**config.mk**
```make
export PLATFORM = sky130hd
export DESIGN_NAME = opp_transition_seq
export DESIGN_NICKNAME = d
export VERILOG_FILES = /design/src/rtl/opp_seq_pkg.sv /design/src/rtl/opp_profile_lookup.sv /design/src/rtl/opp_step_order.sv /design/src/rtl/opp_payload.sv /design/src/rtl/opp_transition_seq.sv
export SDC_FILE = /design/constraint.sdc
export NUM_CORES = 1
export LEC_CHECK = 0
export BUFFER_PORTS_ARGS = -buffer_cell sky130_fd_sc_hd__buf_2
export CAP_MARGIN = 20
export CELL_PAD_IN_SITES_DETAIL_PLACEMENT = 2
export CELL_PAD_IN_SITES_GLOBAL_PLACEMENT = 2
export CORE_MARGIN = 3
export CORE_UTILIZATION = 30
export CTS_BUF_LIST = sky130_fd_sc_hd__clkbuf_8
export CTS_CLUSTER_SIZE = 16
export DETAILED_ROUTE_END_ITERATION = 16
export HOLD_SLACK_MARGIN = 0.08
export PLACE_DENSITY = 0.83
export SETUP_SLACK_MARGIN = 0.02
export SYNTH_ARGS = -nofsm -noshare
export SYNTH_HDL_FRONTEND = slang
export SYNTH_SLANG_ARGS = --single-unit
```
**constraint.sdc**
```tcl
create_clock -name clk -period 2.85 [get_ports clk]
set_input_delay 0.285 -clock clk [delete_from_list [all_inputs] [get_ports clk]]
set_output_delay 0.285 -clock clk [all_outputs]
set_load 0.005 [all_outputs]
```
**src/rtl/opp_seq_pkg.sv**
```systemverilog
`timescale 1ns/1ps
package opp_seq_pkg;

   localparam int FW          = 16;
   localparam int TABLE_DEPTH = 4;
   localparam int NUM_STEPS   = 11;
   localparam int IDX_W       = $clog2(NUM_STEPS);
   localparam logic [FW-1:0] IO_MV    = 16'd3300;
   localparam logic [FW-1:0] IO_BO_MV = 16'd3125;

   typedef enum logic [3:0] {
      K_SLOW_OFF    = 4'd0,
      K_IO_SUPPLY   = 4'd1,
      K_CORE_SUPPLY = 4'd2,
      K_CACHE_TIM   = 4'd3,
      K_BYPASS_ON   = 4'd4,
      K_FRAC_DIV    = 4'd5,
      K_INT_DIV     = 4'd6,
      K_BUS_DIV     = 4'd7,
      K_BYPASS_OFF  = 4'd8,
      K_MEM_CLK     = 4'd9,
      K_SLOW_ON     = 4'd10
   } step_kind_e;

   typedef enum logic [1:0] {
      S_IDLE, S_ISSUE, S_WAIT, S_FAULT
   } seq_state_e;

   typedef struct packed {
      logic [FW-1:0] freq;
      logic [FW-1:0] core_mv;
      logic [FW-1:0] core_bo_mv;
      logic [3:0]    bus_div;
      logic [3:0]    int_div;
      logic [5:0]    frac_div;
      logic [FW-1:0] mem_mhz;
      logic [3:0]    cache_code;
   } opp_entry_t;

   // Row 3 is the terminator: key 0 never matches.
   function automatic opp_entry_t opp_entry(input int idx);
      opp_entry_t e;
      e = '0;
      case (idx)
         0: e = '{freq: 16'd454, core_mv: 16'd1550, core_bo_mv: 16'd1450,
                  bus_div: 4'd3, int_div: 4'd1, frac_div: 6'd19,
                  mem_mhz: 16'd130, cache_code: 4'd0};
         1: e = '{freq: 16'd261, core_mv: 16'd1275, core_bo_mv: 16'd1175,
                  bus_div: 4'd2, int_div: 4'd1, frac_div: 6'd33,
                  mem_mhz: 16'd130, cache_code: 4'd0};
         2: e = '{freq: 16'd64, core_mv: 16'd1050, core_bo_mv: 16'd975,
                  bus_div: 4'd1, int_div: 4'd5, frac_div: 6'd27,
                  mem_mhz: 16'd64, cache_code: 4'd0};
         default: e = '0;
      endcase
      return e;
   endfunction

   function automatic bit key_in_table(input logic [FW-1:0] key);
      bit found;
      found = 1'b0;
      for (int i = 0; i < TABLE_DEPTH; i++)
         if (opp_entry(i).freq != '0 && opp_entry(i).freq == key) found = 1'b1;
      return found;
   endfunction

endpackage

```
**src/rtl/opp_profile_lookup.sv**
```systemverilog
`timescale 1ns/1ps
module opp_profile_lookup
   import opp_seq_pkg::*;
#(
   parameter int DEPTH = TABLE_DEPTH
)(
   input  logic [FW-1:0] key,
   output logic          hit,
   output opp_entry_t    entry
);

   if (DEPTH < 1 || DEPTH > TABLE_DEPTH) begin : g_bad_depth
      $error("opp_profile_lookup: DEPTH out of range");
   end

   opp_entry_t           rows  [DEPTH];
   logic [DEPTH-1:0]     match;

   for (genvar i = 0; i < DEPTH; i++) begin : g_row
      assign rows[i]  = opp_entry(i);
      assign match[i] = (rows[i].freq != '0) && (rows[i].freq == key);
   end

   always_comb begin
      hit   = |match;
      entry = '0;
      for (int i = DEPTH - 1; i >= 0; i--)
         if (match[i]) entry = rows[i];
   end

endmodule

```
**src/rtl/opp_step_order.sv**
```systemverilog
`timescale 1ns/1ps
module opp_step_order
   import opp_seq_pkg::*;
(
   input  logic             raising,
   input  logic [IDX_W-1:0] idx,
   output step_kind_e       kind
);

   // Supply first on the way up, supply last on the way down.
   always_comb begin
      kind = K_SLOW_ON;
      if (raising) begin
         case (idx)
            4'd0:  kind = K_SLOW_OFF;
            4'd1:  kind = K_IO_SUPPLY;
            4'd2:  kind = K_CORE_SUPPLY;
            4'd3:  kind = K_CACHE_TIM;
            4'd4:  kind = K_BYPASS_ON;
            4'd5:  kind = K_FRAC_DIV;
            4'd6:  kind = K_INT_DIV;
            4'd7:  kind = K_BUS_DIV;
            4'd8:  kind = K_BYPASS_OFF;
            4'd9:  kind = K_MEM_CLK;
            default: kind = K_SLOW_ON;
         endcase
      end else begin
         case (idx)
            4'd0:  kind = K_SLOW_OFF;
            4'd1:  kind = K_IO_SUPPLY;
            4'd2:  kind = K_BYPASS_ON;
            4'd3:  kind = K_BUS_DIV;
            4'd4:  kind = K_FRAC_DIV;
            4'd5:  kind = K_INT_DIV;
            4'd6:  kind = K_BYPASS_OFF;
            4'd7:  kind = K_MEM_CLK;
            4'd8:  kind = K_CACHE_TIM;
            4'd9:  kind = K_CORE_SUPPLY;
            default: kind = K_SLOW_ON;
         endcase
      end
   end

endmodule

```
**src/rtl/opp_payload.sv**
```systemverilog
`timescale 1ns/1ps
module opp_payload
   import opp_seq_pkg::*;
(
   input  step_kind_e    kind,
   input  opp_entry_t    prof,
   output logic [FW-1:0] data,
   output logic [FW-1:0] aux
);

   always_comb begin
      data = '0;
      aux  = '0;
      case (kind)
         K_IO_SUPPLY:   begin data = IO_MV;         aux = IO_BO_MV;        end
         K_CORE_SUPPLY: begin data = prof.core_mv;  aux = prof.core_bo_mv; end
         K_CACHE_TIM:   data = {{(FW-4){1'b0}}, prof.cache_code};
         K_FRAC_DIV:    data = {{(FW-6){1'b0}}, prof.frac_div};
         K_INT_DIV:     data = {{(FW-4){1'b0}}, prof.int_div};
         K_BUS_DIV:     data = {{(FW-4){1'b0}}, prof.bus_div};
         K_MEM_CLK:     data = prof.mem_mhz;
         default: ;
      endcase
   end

endmodule

```
**src/rtl/opp_transition_seq.sv**
```systemverilog
`timescale 1ns/1ps
module opp_transition_seq
   import opp_seq_pkg::*;
#(
   parameter int            ACK_TIMEOUT = 64,
   parameter logic [FW-1:0] RESET_FREQ  = 16'd24
)(
   input  logic          clk,
   input  logic          rst_n,
   input  logic          req_valid,
   input  logic [15:0]   req_freq,
   output logic          busy,
   output logic          done,
   output logic          miss,
   output logic          fault,
   output logic [15:0]   cur_freq,
   output logic          cmd_valid,
   output logic [3:0]    cmd_kind,
   output logic [15:0]   cmd_data,
   output logic [15:0]   cmd_aux,
   input  logic          cmd_ack
);

   if (ACK_TIMEOUT < 0) begin : g_bad_timeout
      $error("opp_transition_seq: ACK_TIMEOUT must be >= 0");
   end
   if (RESET_FREQ == '0 || key_in_table(RESET_FREQ)) begin : g_bad_reset
      $error("opp_transition_seq: RESET_FREQ must be nonzero and not a table key");
   end

   seq_state_e        state;
   logic [IDX_W-1:0]  step_idx;
   logic              raising;
   opp_entry_t        tgt;
   logic [FW-1:0]     cur_q;
   logic              done_q, miss_q, fault_q;

   logic              hit;
   opp_entry_t        found;
   step_kind_e        kind_now;
   logic              expired;
   logic              accept;

   opp_profile_lookup #(.DEPTH(TABLE_DEPTH)) u_lookup (
      .key(req_freq), .hit(hit), .entry(found)
   );

   opp_step_order u_order (
      .raising(raising), .idx(step_idx), .kind(kind_now)
   );

   opp_payload u_payload (
      .kind(kind_now), .prof(tgt), .data(cmd_data), .aux(cmd_aux)
   );

   if (ACK_TIMEOUT > 0) begin : g_timer
      localparam int CW = $clog2(ACK_TIMEOUT + 1);
      logic [CW-1:0] wait_cnt;
      always_ff @(posedge clk or negedge rst_n) begin
         if (!rst_n)               wait_cnt <= '0;
         else if (state == S_WAIT) wait_cnt <= wait_cnt + 1'b1;
         else                      wait_cnt <= '0;
      end
      assign expired = (state == S_WAIT) && (wait_cnt == CW'(ACK_TIMEOUT - 1));
   end else begin : g_no_timer
      assign expired = 1'b0;
   end

   assign accept = req_valid && (state == S_IDLE) && (req_freq != cur_q);

   always_ff @(posedge clk or negedge rst_n) begin
      if (!rst_n) begin
         state    <= S_IDLE;
         step_idx <= '0;
         raising  <= 1'b0;
         tgt      <= '0;
         cur_q    <= RESET_FREQ;
         done_q   <= 1'b0;
         miss_q   <= 1'b0;
         fault_q  <= 1'b0;
      end else begin
         done_q <= 1'b0;
         miss_q <= 1'b0;
         case (state)
            S_IDLE: begin
               if (accept) begin
                  if (hit) begin
                     tgt      <= found;
                     raising  <= (req_freq > cur_q);
                     step_idx <= '0;
                     state    <= S_ISSUE;
                  end else begin
                     miss_q <= 1'b1;
                  end
               end
            end
            S_ISSUE: state <= S_WAIT;
            S_WAIT: begin
               if (cmd_ack) begin
                  if (step_idx == IDX_W'(NUM_STEPS - 1)) begin
                     cur_q  <= tgt.freq;
                     done_q <= 1'b1;
                     state  <= S_IDLE;
                  end else begin
                     step_idx <= step_idx + 1'b1;
                     state    <= S_ISSUE;
                  end
               end else if (expired) begin
                  fault_q <= 1'b1;
                  state   <= S_FAULT;
               end
            end
            default: state <= S_FAULT;
         endcase
      end
   end

   assign busy      = (state == S_ISSUE) || (state == S_WAIT);
   assign cmd_valid = (state == S_ISSUE);
   assign cmd_kind  = kind_now;
   assign done      = done_q;
   assign miss      = miss_q;
   assign fault     = fault_q;
   assign cur_freq  = cur_q;

   p_strobe_single_r4: assert property (@(posedge clk) disable iff (!rst_n)
      cmd_valid |=> !cmd_valid);

   p_first_step_r5: assert property (@(posedge clk) disable iff (!rst_n)
      $rose(busy) |-> (cmd_valid && cmd_kind == 4'd0));

   p_miss_quiet_r3: assert property (@(posedge clk) disable iff (!rst_n)
      miss |-> (!busy && !cmd_valid));

   p_done_closes_busy_r9: assert property (@(posedge clk) disable iff (!rst_n)
      done |-> (!busy && $past(busy)));

   p_cur_moves_with_done_r9: assert property (@(posedge clk) disable iff (!rst_n)
      (cur_freq != $past(cur_freq)) |-> done);

   p_fault_sticky_r11: assert property (@(posedge clk) disable iff (!rst_n)
      fault |=> (fault && !busy && !cmd_valid));

endmodule

```
=== After elaboration in Yosys (flattened, before gate mapping) ===
Memory sizes are Yosys's and may differ from the RTL's.
Index checks and enable logic that the tools add are counted.

* Flip-flop bits (word level): 115
* Memories kept: 2
* Logic and storage cells: 78
* Memory bits (read-only): 128

* Reductions and logical operators: 12
* Multiplexer cells: 24
* Bitwise operators: 1
* Add/sub/neg operators: 2
* Magnitude comparators: 1
* Eq/ne operators: 20

{| class="wikitable"
|+ Memory list
! memory !! words !! width !! read ports !! clocked after memory_dff !! write ports !! line !! RTL
|-
| (no name shown) || 16 || 4 || 1 || 0 || 0 || opp_step_order.sv:14 || <nowiki>case (idx)</nowiki>
|-
| (no name shown) || 16 || 4 || 1 || 0 || 0 || opp_step_order.sv:28 || <nowiki>case (idx)</nowiki>
|}

{| class="wikitable"
|+ Operators with widths
! cell !! count
|-
| $mux W82 || 2
|-
| $pmux W16 S7 || 1
|-
| $mux W73 || 1
|-
| $eq A9 B16 Y1 const A || 2
|-
| $pmux W16 S2 || 1
|-
| $mux W4 || 5
|-
| $eq A7 B16 Y1 const A || 1
|-
| $gt A16 B16 Y1 || 1
|-
| $ne A16 B16 Y1 || 1
|-
| $eq A4 B3 Y1 const B || 3
|-
| $reduce_and A3 Y1 || 4
|-
| $eq A4 B2 Y1 const B || 2
|-
| $eq A4 B4 Y1 const B || 2
|-
| $mux W2 || 4
|-
| $ne A2 B2 Y1 const B || 4
|-
| $pmux W4 S2 || 1
|-
| $add A7 B1 Y7 const B || 1
|-
| $eq A7 B6 Y1 const B || 1
|-
| $mux W1 || 7
|-
| $mux W7 || 1
|-
| $pmux W2 S3 || 1
|-
| $reduce_and A5 Y1 || 1
|-
| $add A4 B1 Y4 const B || 1
|-
| $eq A4 B1 Y1 const B || 1
|-
| other kinds (9) || 11
|}

=== Logic depth before layout (Yosys ltp) ===
* Depth in word-level cells: 5
* Gate-level depth with buffers: 10

=== Hierarchy ===
Synthesis repeated with hierarchy kept, for this count alone.

* Cell total of the unflattened synthesis: 568
* Area, all modules: 6,452.4 um2

{| class="wikitable"
|+ Modules (own cells, without submodules)
! module !! cells each !! area an instance (um2) !! instances
|-
| opp_transition_seq || 368 || 4,934.7 || 1
|-
| opp_profile_lookup || 98 || 742.0 || 1
|-
| opp_payload || 77 || 596.8 || 1
|-
| opp_step_order || 25 || 178.9 || 1
|}

=== Worst setup path before layout ===
OpenSTA, ideal clock, no wires.

* Path kind: reg2out
* From: register step_idx[2]
* To: output port cmd_aux[2]
* Arrival time: 1.908 ns
* Stages on the path, launching flop included: 10
* Path buffers: 2
* Slack: 0.657 ns
* Cells stage by stage: dfrtp_1 > buf_2 > inv_1 > ha_1 > nand2b_1 > a32o_2 > nor3_2 > nand2_1 > a21oi_1 > buf_4

* Longest elaborated chain between the ends: 4
* Elaborated cells on any way between the ends: 6

{| class="wikitable"
|+ RTL lines
! item !! line !! RTL
|-
| from (decl) || opp_transition_seq.sv:32 || <nowiki>logic [IDX_W-1:0] step_idx;</nowiki>
|-
| from (signal assigned) || opp_transition_seq.sv:105 || <nowiki>step_idx <= step_idx + 1'b1;</nowiki>
|-
| $mem_v2 Z16 W4 (on tied branches) || - ||
|-
| $mux W4 * || opp_step_order.sv:13 || <nowiki>if (raising) begin</nowiki>
|-
| $eq A4 B2 Y1 / $eq A4 B1 Y1 (equally long branches) || opp_payload.sv:14 || <nowiki>case (kind)</nowiki>
|-
| $pmux W16 S2 * || opp_payload.sv:14 ||
|-
| to (decl) || opp_transition_seq.sv:20 || <nowiki>output logic [15:0] cmd_aux,</nowiki>
|}

Mark *: on every way between the ends. The rest lies on a longest branch, timed or not.

=== Worst setup path in the final report ===
* From: register step_idx[1]
* To: output port cmd_data[1]

* Longest elaborated chain between the ends: 4
* Elaborated cells on any way between the ends: 11

{| class="wikitable"
|+ RTL lines
! item !! line !! RTL
|-
| $mem_v2 Z16 W4 (on tied branches) || - ||
|-
| $mux W4 * || opp_step_order.sv:13 ||
|-
| $eq A4 B4 Y1 (tied with other cells) || opp_payload.sv:14 ||
|-
| $pmux W16 S7 * || opp_payload.sv:14 ||
|-
| to (decl) || opp_transition_seq.sv:19 || <nowiki>output logic [15:0] cmd_data,</nowiki>
|}

Marks and branches as above.

==> metrics.md <==
| Metric | Value |
|---|---|
| Detail Route met3 WL | 390 um |
| Drt first pass iters | 4 |
| Area delta synth->final | 17.6% |
| All-Layer GR Usage | 16.6% |
| Fillers | 880 |
| PortBufs | 59 |
| I/O pins | 77 |
| DRC errors left | 0 |
| PD cells | 624 nW/um2 |
| Vias | 2149 |
| Worst Path Max Fanout | 12 |
| Minimum clock period after layout | 2.65 ns |
| Post-route ant nets | 0 |
| Final Hold Viols | 0 |
| Crit path largest cell delay | 0.44 ns |
| Share of the synthesized area in the top cell type | 30.1% |
| Die height | 94.1 um |
| CTS Sinks | 29 |
| Post-synth EDFFs | 0 |
| Crit Path Class | flop to output pin |
| Clock Path Buffers | 2 |
| DPL Wire Length | 5590 um |
| Worst-Margin Slew | 0.667 ns |
| Fin nets | 366 |
| Root Driver | clkbuf_8 |
| Largest net degree at the start of global routing | 30 |
| Setup crit start kind | flop |
| Via-per-instance ratio | 5.04 |
| Clock latency on the worst-skew pair | 0.28 ns |
| Reg2reg start | state[0]$_DFFE_PN0P_ |
| Num rows | 31 |
| Fin. max-slew vios | 0 |
| Min-delay src | cmd_ack |
| Worst Hold Class | input port to flop |
| Endpoint class of the critical path | output pin |
| Post-Synthesis Cells | 271 |
| Synthesized cell area | 2330 um2 |
| Max-Cap Viols | 0 |
| Ys async rst share | 100% |
| Layout cells sized above 1 | 26.6% |
| Gpl congestion | 0.802 |
| Placement Cell Area | 2610 um2 |
| Ant diodes | 0 |
| Peak supply drop | 0.335 mV |
| Post-Layout Inst Area | 2740 um2 |
| First-pass GRT wire length | 11800 um |
| Leading area contributor after synthesis | dfrtp_1 |
| Dominant cells by area after synthesis | dfrtp_1 (30%), ha_1 (11%), buf_4 (8.1%), nand2_1 (4.7%), a21oi_1 (3.2%) |
| Chip width | 94.1 um |
| Final worst-path cycle share | 93.1% |
| Number of CTS-inserted buffers | 5 |
| Metal1 wirelength | 3250 um |
| Starting Density | 31.5% |
| DR WL/cell | 16.6 um |
| Initial DRC count | 96 |
| Reg2reg path depth | 7 |
| Max Clk Rate | 377 MHz |
| Final Setup Violations | 0 |
| Vias in the first global route | 2314 |
| Cells along the critical path | inv_1, ha_1, nor3_1, a21oi_1, o21a_1, nor3b_4, a311o_1, buf_2 |
| Max_slew headroom | 55.5% |
| Hold Path End | fault$_DFFE_PN0P_ |
| Data arrival, critical path | 2.37 ns |
| Unique masters post-synth | 57 |
| CP max-delay cell | dfrtp_2 |
| Uppermost layer routed | met4 |
| Avg Cell Area, Syn | 8.60 um2 |
| Synth warn | 0 |
| Reg clk slew, reported paths | 0.06 ns |
| Core area | 7410 um2 |
| WHS Path Cells | 2 |
| Sequential area share after synthesis | 31.2% |
| Clock skew | 0.00512 ns |
| Pleak | 1.41 nW |
| TritonCTS clock tree | done |
| Req. time, crit path | 2.57 ns |
| Top_reg_cell synth | dfrtp_1 |
| Run status | completed |
| RSZ-0062 raised after global routing | no |
| GRT overflow | 0 |
| Setup TNS | 0 ns |
| Met2 WL | 3380 um |
| Final wirelength | 7070 um |
| Initial antenna violation count | 0 |
| Seq cells post-synth | 29 |
| RR Endpoint | step_idx[1]$_DFFE_PN0P_ |
| Die area | 8860 um2 |
| FF-to-FF setup slack | 0.50 ns |
| H-tree levels | 2 |
-- cell families after synthesis --
group | Yosys count | synth area share (%)
compound gates | 58 | 18.1
xor+xnor | 3 | 1.13
fa+ha+maj | 20 | 10.7
buf+inv | 50 | 12.3
flops | 29 | 31.2
mux | 7 | 3.06
other cells | 1 | 0.161
simple gates | 103 | 23.2
-- worst max-delay path by stage --
stage | start | endpoint | slack (ns) | cells after the start
2_1_floorplan | step_idx[2]$_DFFE_PN0P_ | cmd_aux[2] | 0.66 | 9
3_3_place_gp | step_idx[2]$_DFFE_PN0P_ | cmd_data[1] | 0.44 | 9
3_5_place_dp | step_idx[2]$_DFFE_PN0P_ | cmd_data[1] | 0.33 | 9
4_1_cts | step_idx[1]$_DFFE_PN0P_ | cmd_data[1] | 0.07 | 9
5_1_grt | step_idx[2]$_DFFE_PN0P_ | cmd_data[1] | 0.04 | 8
6_report | step_idx[1]$_DFFE_PN0P_ | cmd_data[1] | 0.20 | 8
-- flip-flops by register name, summed over array words and instances, names as in the netlist --
name,count
state,2
raising,1
g_timer.wait_cnt,7
tgt,7
miss,1
fault,1
cur_freq,5
step_idx,4
done,1
-- through the flow --
step                      hold slack, ns  util [%]  cells  total power [mW]  worst slack, ns
final                              0.265      37.0    426              1.71            0.197
after CTS                          0.260      36.6    425              1.72           0.0690
after detailed placement           0.367      35.3    416              1.37            0.334
after global routing               0.281      37.0    426              1.87           0.0400
after global placement             0.357      35.3    416              1.32            0.441
after floorplan                  -0.0106         -    287              1.08            0.657
-- where the power goes --
group | leakage, nW | switching, mW | internal [mW]
Sequential | 0.374 | 0.0572 | 0.471
Clock | 0.0538 | 0.156 | 0.189
Combinational | 0.986 | 0.483 | 0.355
Total | 1.41 | 0.696 | 1.02
-- routing by layer --
metal / GRT usage [%] / up-vias
met5: 0 / -
met4: 3.97 / 0
met2: 28.3 / 73
li1: - / 1017
met3: 2.48 / 6
met1: 22.0 / 1053
-- cell usage after synthesis, types with 3 or more instances --
| cell type | number |
|---|---|
| nand4_1 | 3 |
| inv_1 | 17 |
| or3_1 | 4 |
| and2_1 | 4 |
| o2bb2ai_1 | 3 |
| a21oi_1 | 15 |
| o21ai_1 | 3 |
| nor2b_1 | 3 |
| a21o_1 | 4 |
| buf_2 | 5 |
| nor2_1 | 18 |
| o21ai_0 | 10 |
| ha_1 | 20 |
| o21a_1 | 3 |
| mux2i_1 | 6 |
| nand2_1 | 29 |
| nand2b_1 | 4 |
| buf_4 | 25 |
| nand3_1 | 13 |
| nor3_1 | 8 |
| and4b_1 | 3 |
| dfrtp_1 | 28 |
-- final cells by class --
type / count / area, um2 / area share, %
clock inverter: 2 / 7.51 / 0.274
timing repair buffer: 64 / 335 / 12.2
tap: 99 / 124 / 4.52
sequential: 29 / 731 / 26.7
inverter: 18 / 67.6 / 2.46
clock buffer: 6 / 82.6 / 3.01
multi-input combinational: 208 / 1390 / 50.8
-- layout by cell type (no fill, tap or decap), drive strengths merged, types with 6 or more instances in the layout --
| cell | n |
|---|---|
| a21oi | 16 |
| buf | 63 |
| clkbuf | 6 |
| conb | 17 |
| dfrtp | 28 |
| ha | 20 |
| inv | 20 |
| mux2i | 6 |
| nand2 | 29 |
| nand3 | 13 |
| nor2 | 19 |
| nor3 | 10 |
| o21ai | 13 |
-- critical path: cells and delay by family (launching register included) --
| kind | cells | cell delay, ns |
|---|---|---|
| AOI/OAI and AO/OA | 3 | 0.57 |
| buffers and inverters | 2 | 0.29 |
| DFF | 1 | 0.44 |
| adders and majority gates | 1 | 0.28 |
| and+or+nand+nor | 2 | 0.49 |
-- what timing repair did --
item / 4_1_cts / 5_1_grt
pin swaps: 0 / 2
hold buffers: 1 / 0
setup endpoints to repair: 1 / 16
resized for setup: 1 / 5
endpoints found under the hold margin: 28 / 0
buffers inserted: 0 / 1
Note: power is estimated with default switching activity, not from simulation.
